`config.mk`:
```
export PLATFORM = sky130hd
export DESIGN_NAME = sfifo_irq_status
export DESIGN_NICKNAME = d
export VERILOG_FILES = /design/src/rtl/sfis_pkg.sv /design/src/rtl/sfis_level.sv /design/src/rtl/sfis_fsmon.sv /design/src/rtl/sfis_sticky.sv /design/src/rtl/sfifo_irq_status.sv
export SDC_FILE = /design/constraint.sdc
export NUM_CORES = 1
export LEC_CHECK = 0
export ABC_AREA = 1
export CORE_ASPECT_RATIO = 0.9
export CORE_MARGIN = 2
export CORE_UTILIZATION = 50
export DETAILED_ROUTE_END_ITERATION = 10
export DONT_BUFFER_PORTS = 1
export GPL_TIMING_DRIVEN = 0
export PLACE_DENSITY_LB_ADDON = 0.3
export SYNTH_ARGS = -nofsm -noshare
export SYNTH_HDL_FRONTEND = slang
export SYNTH_SLANG_ARGS = --single-unit
export TNS_END_PERCENT = 100
```
`constraint.sdc`:
```
create_clock -name clk -period 3.9 [get_ports clk]
set_clock_uncertainty 0.05 [all_clocks]
set_input_delay 0.78 -clock clk [delete_from_list [all_inputs] [get_ports clk]]
set_output_delay 0.78 -clock clk [all_outputs]
set_load 0.05 [all_outputs]
```
`src/rtl/sfis_pkg.sv`:
```
package sfis_pkg;
   localparam int NSTAT  = 12;
   localparam int NLIVE  = 6;
   localparam int NERR   = 6;
   // live bits
   localparam int B_TXREQ  = 0;
   localparam int B_RXREQ  = 1;
   localparam int B_TXEMP  = 2;
   localparam int B_RXFULL = 3;
   localparam int B_RXCTL  = 4;
   localparam int B_TXCTL  = 5;
   // sticky bits
   localparam int B_RXOVR  = 6;
   localparam int B_TXUND  = 7;
   localparam int B_RXUND  = 8;
   localparam int B_TXOVR  = 9;
   localparam int B_SLOT   = 10;
   localparam int B_SYNC   = 11;
endpackage

```
`src/rtl/sfis_level.sv`:
```
module sfis_level #(
   parameter int TX_DEPTH = 16,
   parameter int RX_DEPTH = 16,
   parameter int TX_LW    = $clog2(TX_DEPTH + 1),
   parameter int RX_LW    = $clog2(RX_DEPTH + 1)
) (
   input  logic             clk,
   input  logic             rst_n,
   input  logic [TX_LW-1:0] tx_level,
   input  logic [RX_LW-1:0] rx_level,
   input  logic [TX_LW-1:0] tx_thresh,
   input  logic [RX_LW-1:0] rx_thresh,
   input  logic             tx_ctl_ready,
   input  logic             rx_ctl_valid,
   output logic [sfis_pkg::NLIVE-1:0] live
);
   import sfis_pkg::*;

   localparam logic [TX_LW-1:0] TX_FULL_V = TX_LW'(TX_DEPTH);
   localparam logic [RX_LW-1:0] RX_FULL_V = RX_LW'(RX_DEPTH);

   logic [TX_LW-1:0] tx_free;

   assign tx_free = TX_FULL_V - tx_level;

   always_comb begin
      live           = '0;
      live[B_TXREQ]  = tx_free > tx_thresh;
      live[B_RXREQ]  = rx_level >= rx_thresh;
      live[B_TXEMP]  = tx_level == '0;
      live[B_RXFULL] = rx_level == RX_FULL_V;
      live[B_RXCTL]  = rx_ctl_valid;
      live[B_TXCTL]  = tx_ctl_ready;
   end

   // levels reported by the FIFOs never exceed their depth
   p_tx_range_r3: assert property (@(posedge clk) disable iff (!rst_n)
      tx_level <= TX_FULL_V);
   p_rx_range_r3: assert property (@(posedge clk) disable iff (!rst_n)
      rx_level <= RX_FULL_V);
   // an empty transmit FIFO requests data whenever the threshold is below depth
   p_empty_requests_r1: assert property (@(posedge clk) disable iff (!rst_n)
      (tx_level == '0 && tx_thresh < TX_FULL_V) |-> live[B_TXREQ]);
endmodule

```
`src/rtl/sfis_fsmon.sv`:
```
module sfis_fsmon #(
   parameter int FBIT_W    = 8,
   parameter bit SYNC_RISE = 1'b1
) (
   input  logic              clk,
   input  logic              rst_n,
   input  logic              sync_in,
   input  logic              bit_tick,
   input  logic              slave_mode,
   input  logic [FBIT_W-1:0] frame_bits,
   output logic              early_evt
);
   localparam logic [FBIT_W-1:0] CNT_MAX = '1;

   logic              sync_evt;
   logic              armed;
   logic [FBIT_W-1:0] bit_cnt;

   // variant: edge-detect a level sync, or take a one-cycle pulse as is
   generate
      if (SYNC_RISE) begin : g_edge
         logic sync_d;
         always_ff @(posedge clk or negedge rst_n) begin
            if (!rst_n) sync_d <= 1'b0;
            else        sync_d <= sync_in;
         end
         assign sync_evt = sync_in & ~sync_d;
      end else begin : g_pulse
         assign sync_evt = sync_in;
      end
   endgenerate

   always_ff @(posedge clk or negedge rst_n) begin
      if (!rst_n) begin
         armed   <= 1'b0;
         bit_cnt <= '0;
      end else if (sync_evt) begin
         armed   <= 1'b1;
         bit_cnt <= '0;
      end else if (bit_tick && bit_cnt != CNT_MAX) begin
         bit_cnt <= bit_cnt + 1'b1;
      end
   end

   assign early_evt = slave_mode & sync_evt & armed & (bit_cnt < frame_bits);

   // master mode never reports an early sync
   p_master_quiet_r8: assert property (@(posedge clk) disable iff (!rst_n)
      !slave_mode |-> !early_evt);
   // the very first sync after reset is never early
   p_first_sync_ok_r8: assert property (@(posedge clk) disable iff (!rst_n)
      !armed |-> !early_evt);
endmodule

```
`src/rtl/sfis_sticky.sv`:
```
module sfis_sticky #(
   parameter int N = 6
) (
   input  logic         clk,
   input  logic         rst_n,
   input  logic [N-1:0] set_evt,
   input  logic         clr_wr,
   input  logic [N-1:0] clr_bits,
   output logic [N-1:0] flags
);
   generate
      for (genvar i = 0; i < N; i++) begin : g_bit
         always_ff @(posedge clk or negedge rst_n) begin
            if (!rst_n)                      flags[i] <= 1'b0;
            else if (set_evt[i])             flags[i] <= 1'b1;
            else if (clr_wr && clr_bits[i])  flags[i] <= 1'b0;
         end

         p_hold_r9: assert property (@(posedge clk) disable iff (!rst_n)
            (flags[i] && !(clr_wr && clr_bits[i])) |=> flags[i]);
         p_set_wins_r9: assert property (@(posedge clk) disable iff (!rst_n)
            set_evt[i] |=> flags[i]);
         p_clear_r9: assert property (@(posedge clk) disable iff (!rst_n)
            (clr_wr && clr_bits[i] && !set_evt[i]) |=> !flags[i]);
      end
   endgenerate
endmodule

```
`src/rtl/sfifo_irq_status.sv`:
```
module sfifo_irq_status #(
   parameter int TX_DEPTH  = 16,
   parameter int RX_DEPTH  = 16,
   parameter int FBIT_W    = 8,
   parameter int SLOT_W    = 4,
   parameter bit SYNC_RISE = 1'b1,
   parameter int TX_LW     = $clog2(TX_DEPTH + 1),
   parameter int RX_LW     = $clog2(RX_DEPTH + 1)
) (
   input  logic              clk,
   input  logic              rst_n,
   input  logic [TX_LW-1:0]  tx_level,
   input  logic [RX_LW-1:0]  rx_level,
   input  logic [TX_LW-1:0]  tx_thresh,
   input  logic [RX_LW-1:0]  rx_thresh,
   input  logic              tx_push,
   input  logic              rx_pop,
   input  logic              tx_slot,
   input  logic              rx_word,
   input  logic              sync_in,
   input  logic              bit_tick,
   input  logic              slave_mode,
   input  logic [FBIT_W-1:0] frame_bits,
   input  logic [SLOT_W-1:0] data_slot,
   input  logic [SLOT_W-1:0] ctl_slot,
   input  logic              ctl_en,
   input  logic              tx_ctl_ready,
   input  logic              rx_ctl_valid,
   input  logic              clr_wr,
   input  logic [11:0]       clr_data,
   input  logic [11:0]       irq_en,
   output logic [11:0]       status,
   output logic              irq
);
   import sfis_pkg::*;

   localparam int EOFF = NLIVE;

   generate
      if (TX_DEPTH < 2 || RX_DEPTH < 2) begin : g_bad_depth
         $error("FIFO depths must be at least 2");
      end
      if (FBIT_W < 2 || SLOT_W < 1) begin : g_bad_width
         $error("frame counter or slot field too narrow");
      end
   endgenerate

   logic [NLIVE-1:0] live;
   logic [NERR-1:0]  err_evt;
   logic [NERR-1:0]  err_q;
   logic             early_evt;

   sfis_level #(
      .TX_DEPTH(TX_DEPTH), .RX_DEPTH(RX_DEPTH), .TX_LW(TX_LW), .RX_LW(RX_LW)
   ) u_level (
      .clk(clk), .rst_n(rst_n),
      .tx_level(tx_level), .rx_level(rx_level),
      .tx_thresh(tx_thresh), .rx_thresh(rx_thresh),
      .tx_ctl_ready(tx_ctl_ready), .rx_ctl_valid(rx_ctl_valid),
      .live(live)
   );

   sfis_fsmon #(.FBIT_W(FBIT_W), .SYNC_RISE(SYNC_RISE)) u_fsmon (
      .clk(clk), .rst_n(rst_n), .sync_in(sync_in), .bit_tick(bit_tick),
      .slave_mode(slave_mode), .frame_bits(frame_bits), .early_evt(early_evt)
   );

   always_comb begin
      err_evt                = '0;
      err_evt[B_RXOVR-EOFF]  = rx_word & (rx_level == RX_LW'(RX_DEPTH));
      err_evt[B_TXUND-EOFF]  = tx_slot & (tx_level == '0);
      err_evt[B_RXUND-EOFF]  = rx_pop  & (rx_level == '0);
      err_evt[B_TXOVR-EOFF]  = tx_push & (tx_level == TX_LW'(TX_DEPTH));
      err_evt[B_SLOT-EOFF]   = ctl_en  & (data_slot == ctl_slot);
      err_evt[B_SYNC-EOFF]   = early_evt;
   end

   sfis_sticky #(.N(NERR)) u_sticky (
      .clk(clk), .rst_n(rst_n), .set_evt(err_evt),
      .clr_wr(clr_wr), .clr_bits(clr_data[NSTAT-1:EOFF]), .flags(err_q)
   );

   assign status = {err_q, live};

   always_ff @(posedge clk or negedge rst_n) begin
      if (!rst_n) irq <= 1'b0;
      else        irq <= |(status & irq_en);
   end

   // interrupt only after some enable was set the cycle before
   p_irq_gated_r10: assert property (@(posedge clk) disable iff (!rst_n)
      irq |-> $past(irq_en != '0));
   p_irq_drop_r10: assert property (@(posedge clk) disable iff (!rst_n)
      (irq_en == '0) |=> !irq);
   // a clear write never disturbs the live half
   p_live_untouched_r9: assert property (@(posedge clk) disable iff (!rst_n)
      (clr_wr && $stable(live)) |-> (status[NLIVE-1:0] == live));
endmodule

```
# == Word-level counts from Yosys, hierarchy flattened ==
# Index checks and enable logic that the tools add are counted.
# classes
mux,14
bitwise_logic,11
n_addsub,2
n_lt_le_gt_ge,3
n_reduce_logical,17
eq_ne,4
# op_table
operator,count
$mux W8,2
$reduce_bool A2 Y1,7
$and A12 B12 Y12,1
$mux W1,12
$reduce_or A12 Y1,1
$eq A5 B5 Y1 const B,2
$logic_not A5 Y1,2
$and A1 B1 Y1,9
$add A8 B1 Y8 const B,1
$lt A8 B8 Y1,1
$ne A8 B8 Y1 const B,1
$logic_and A1 B1 Y1,7
$ge A5 B5 Y1,1
$gt A5 B5 Y1,1
$sub A5 B5 Y5 const A,1
$eq A4 B4 Y1,1
$not A1 Y1,1
# totals
regBits,17
out_inout_bits,13
input_bits,73
wordCells,61

# == Logic depth before layout (Yosys ltp) ==
# depth
ltp_word,6
ltp_mapped,13
mapped_depth_nobuf,13

# == Modules after synthesis ==
# A second synthesis with hierarchy kept.
# unflattened
hier_cells,249
area_unflattened_um2,1622.8
# by_module_without_submodules
module,n_inst,seq_area_each_um2,area_per_inst_um2,cells_each
sfis_fsmon,1,250.2,757.0,105
sfis_level,1,0.0,367.9,59
sfifo_irq_status,1,25.0,257.7,55
sfis_sticky,1,150.1,240.2,30

# == Worst setup path before layout ==
# OpenSTA, ideal clock, no wires.
# synth_timing
path_kind,input port to output port
startpoint,input tx_level[0]
endpoint,output status[0]
path_stages,12
arrival_ns,2.417
path_slack_ns,0.653
required_time_ns,3.070
n_path_buf,0
cell_sequence,inv_1 ha_1 nand2_1 nor2_1 ha_1 inv_1 ha_1 nand2_1 nor2_1 nand2_1 nand3_1 and2_1
# synth_between
elab_chain_cells,2
# synth_lines
element,line,text
from (decl),sfifo_irq_status.sv:12,"input logic [TX_LW-1:0] tx_level,"
$sub A5 B5 Y5,sfis_level.sv:24,assign tx_free = TX_FULL_V - tx_level;
$gt A5 B5 Y1,sfis_level.sv:28,live[B_TXREQ] = tx_free > tx_thresh;
to (decl),sfifo_irq_status.sv:32,"output logic [11:0] status,"
# No other way between the ends.

# == Worst setup path in the final report ==
# Ends and elaborated chain as after synthesis.

==> qor.csv <==
stage,metric,value,unit
status,status,"finished, final reports clean",
global_routing,aggregate global routing overflow,0,
pwr,Sw Share,36.8,%
timing,pins over their slew limit,0,
finish,Nets,328,
pwr,Seq pwr share,52.6,%
die,core area,0.00300,sq mm
pwr,net switching power,0.158,mW
place,final RePlAce weighted congestion,0.801,
worst_setup_path,CP max stage delay,0.46,ns
worst_setup_path,Worst Path Required,3.07,ns
routing,Vias/cell,4.77,
clock_tree,"Clk Latency, worst-skew pair",0.28,ns
clock_tree,maximum clock path buffer count,2,
finish,diode count,0,
timing,Worst Slack Setup Final,0.530,ns
pwr,power per cell area,264,mW/mm^2
timing,Least-Margin Pin Slew,0.556,ns
pwr,Comb pwr share,26.4,%
routing,DRC Markers,0,
routing,Via Count,1311,
worst_setup_path,"delay-heaviest family, CP",simple AND/OR/NAND/NOR gates,
place,dpl ws,0.500,ns
synthesis,Ys Warns,0,
routing,Routed WL per cell,10.9,um
timing,Final Hold Vio Count,0,
clock_tree,Post-CTS Setup Bufs,0,
synthesis,synthesized net count,323,
synthesis,post-synthesis xor/xnor area fraction,4.52,%
worst_setup_path,Critical Path Sink Type,output pin,
clock_tree,root buf cell,clkbuf_4,
place,port buffer count,0,
clock_tree,"Reg clk slew, reported paths",0.10,ns
synthesis,main combinational cell family by area after synthesis,simple AND/OR/NAND/NOR gates,
global_routing,first-pass GRT wire length,5.36,mm
timing,fmax,0.297,GHz
pwr,Peak supply drop,0.117,mV
hold_path,Min-Delay Path Class,in -> async,
finish,Layout area overhead,5.09,%
clock_tree,H-tree Lvls,1,
die,die area,0.00356,sq mm
timing,Final period util,86.4,%
die,Rows,19,
die,Initial Utilization,51.7,%
finish,# fillers,332,
timing,setup violators final,0,
die,die height,56.8,um
clock_tree,cts bufs inserted,3,
global_routing,Total GRT Usage,19.0,%
worst_setup_path,crit path buf inv count,2,
routing,initial DRC count,29,
synthesis,syn_area_per_cell,6.76,sq um
finish,most frequent cells in the layout,"nand2_1, inv_1, nor2_1",
timing,Fin Setup TNS,0,ns
pwr,Internal,0.272,mW
place,Inst Count DP,271,
routing,antenna-violating nets left,0,
clock_tree,TritonCTS sink count,17,
timing,min cycle time layout,3.37,ns
global_routing,largest net degree at the start of global routing,18,
global_routing,initial antenna violation count,0,
flow_run,max cap viols,0,
clock_tree,CTS Hold Bufs,0,
finish,Post-Layout Cell Count,275,
worst_setup_path,CP Launch Type,input port,
worst_setup_path,critical path's slowest cell,and2_1,
timing,unrepaired setup endpoints after global routing,false,
synthesis,register area share after synthesis,27.5,%
worst_setup_path,Critical Path Source,tx_level[0],
synthesis,synth unique cells,21,
synthesis,Post-Synth Adder-Cell Area,17.0,%
synthesis,post-synthesis mux area share,0,%
finish,layout cell share with drive strength beyond 1,5.15,%
worst_setup_path,Crit Path Max Fanout,3,
synthesis,simple-gate area share of the yosys netlist,34.3,%
clock_tree,CTS tree,yes,
finish,final core area utilization,54.3,%
pwr,Leak Pwr,0.976,nW
global_routing,vias in the first global route,1261,
routing,1st-pass router iterations,4,
synthesis,post-synthesis register bit count,17,
worst_setup_path,CP Cell Sequence,"inv_1, ha_1, nand2_1, nor2_1, ha_1, inv_1, ha_1, nand2_1, nor2_1, nand2_1, nand3_1, and2_1",
timing,Slew HR,62.9,%
finish,"most common cell after layout, fill and taps aside",nand2_1,
worst_setup_path,worst r2r src,u_fsmon.bit_cnt[1]$_DFFE_PN0P_,
place,Detail Placement HPWL,2.67,mm
clock_tree,Post-CTS Resized,0,
worst_setup_path,Crit Path Class,in -> out,
synthesis,Syn Inst Count,229,
synthesis,synthesized area,0.00155,sq mm
timing,hold_ws,0.129,ns
pwr,clock share of power,20.9,%
synthesis,Synth Area in Compound Gates,5.25,%
worst_setup_path,Worst EP arrival,2.54,ns
die,number of I/O pins,86,
die,die width,62.7,um
routing,final wirelength,3.01,mm
path summary, 6_finish.rpt:
check	to	slack [ns]	cells after the start
max in group asynchronous	u_fsmon.bit_cnt[1]$_DFFE_PN0P_	3.59	0
max	status[0]	0.53	12
min reg2reg	u_fsmon.armed$_DFFE_PN0P_	0.44	1
min in group clk	u_fsmon.armed$_DFFE_PN0P_	0.44	1
max reg2reg	u_fsmon.bit_cnt[0]$_DFFE_PN0P_	2.43	6
min	u_fsmon.bit_cnt[6]$_DFFE_PN0P_	0.13	0
cell type report:
type / instances / area [sq um] / share of cell area [%]
Sequential cell: 17 / 425 / 26.1
Buffer: 2 / 15.0 / 0.922
Multi-Input combinational cell: 167 / 946 / 58.1
Tap cell: 42 / 52.6 / 3.23
Inverter: 43 / 163 / 9.99
Clock buffer: 4 / 26.3 / 1.61
power groups by stage:
stage	clock network [mW]	registers, mW	logic [mW]
final	0.0899	0.226	0.114
after global routing	0.107	0.229	0.136
after CTS	0.0957	0.227	0.116
after detailed placement	0	0.230	0.116
after global placement	0	0.230	0.113
after floorplan	0	0.226	0.0986
registers in the layout (all words and copies together), names as in the netlist:
signal                 count
u_fsmon.bit_cnt            8
u_sticky.flags             6
irq                        1
u_fsmon.armed              1
u_fsmon.g_edge.sync_d      1
through the flow:
| stage | power, mW | area (sq um) |
|---|---|---|
| floorplan | 0.325 | 1550 |
| global placement | 0.343 | 1600 |
| detailed placement | 0.346 | 1600 |
| CTS | 0.439 | 1630 |
| global route | 0.472 | 1630 |
| finish | 0.430 | 1630 |
Yosys cell counts:
| master | n | area share [%] |
|---|---|---|
| xnor2_1 | 3 | 1.7 |
| nor2_1 | 22 | 5.3 |
| xor2_1 | 5 | 2.8 |
| ha_1 | 21 | 17 |
| nand3_1 | 14 | 4.5 |
| and2_1 | 1 | 0.40 |
| a21boi_2 | 1 | 0.73 |
| o21ai_1 | 1 | 0.32 |
| nand2_1 | 78 | 19 |
| a21oi_1 | 3 | 0.97 |
| and3_1 | 2 | 0.81 |
| dfrtp_1 | 17 | 27 |
| o21bai_1 | 2 | 0.97 |
| inv_1 | 42 | 10 |
| nor2_4 | 1 | 0.73 |
| a22o_1 | 4 | 2.3 |
| nand2_2 | 3 | 1.2 |
| buf_4 | 2 | 0.97 |
| or2_2 | 1 | 0.40 |
| nand4_1 | 5 | 2.0 |
| clkinv_2 | 1 | 0.32 |
routing by layer:
layer  wire (um)  share of wire (%)  GRT usage, %  vias to the layer above
li1            -                  -             -                      713
met1        1220                 41          22.4                      554
met2        1550                 52          34.3                       42
met3         212                7.1          5.21                        2
met4          17               0.57          4.76                        0
met5           0                  0             0                        -
logic make-up (layout without fill, tap and decap cells):
logic type,after synthesis,after routing
AO/OA/AOI/OAI,11,11
XOR/XNOR,8,8
adder cells (fa/ha/maj),21,21
buffers and inverters,45,49
flip-flops,17,17
AND/OR/NAND/NOR,127,127
(Power assumes the default switching activity.)
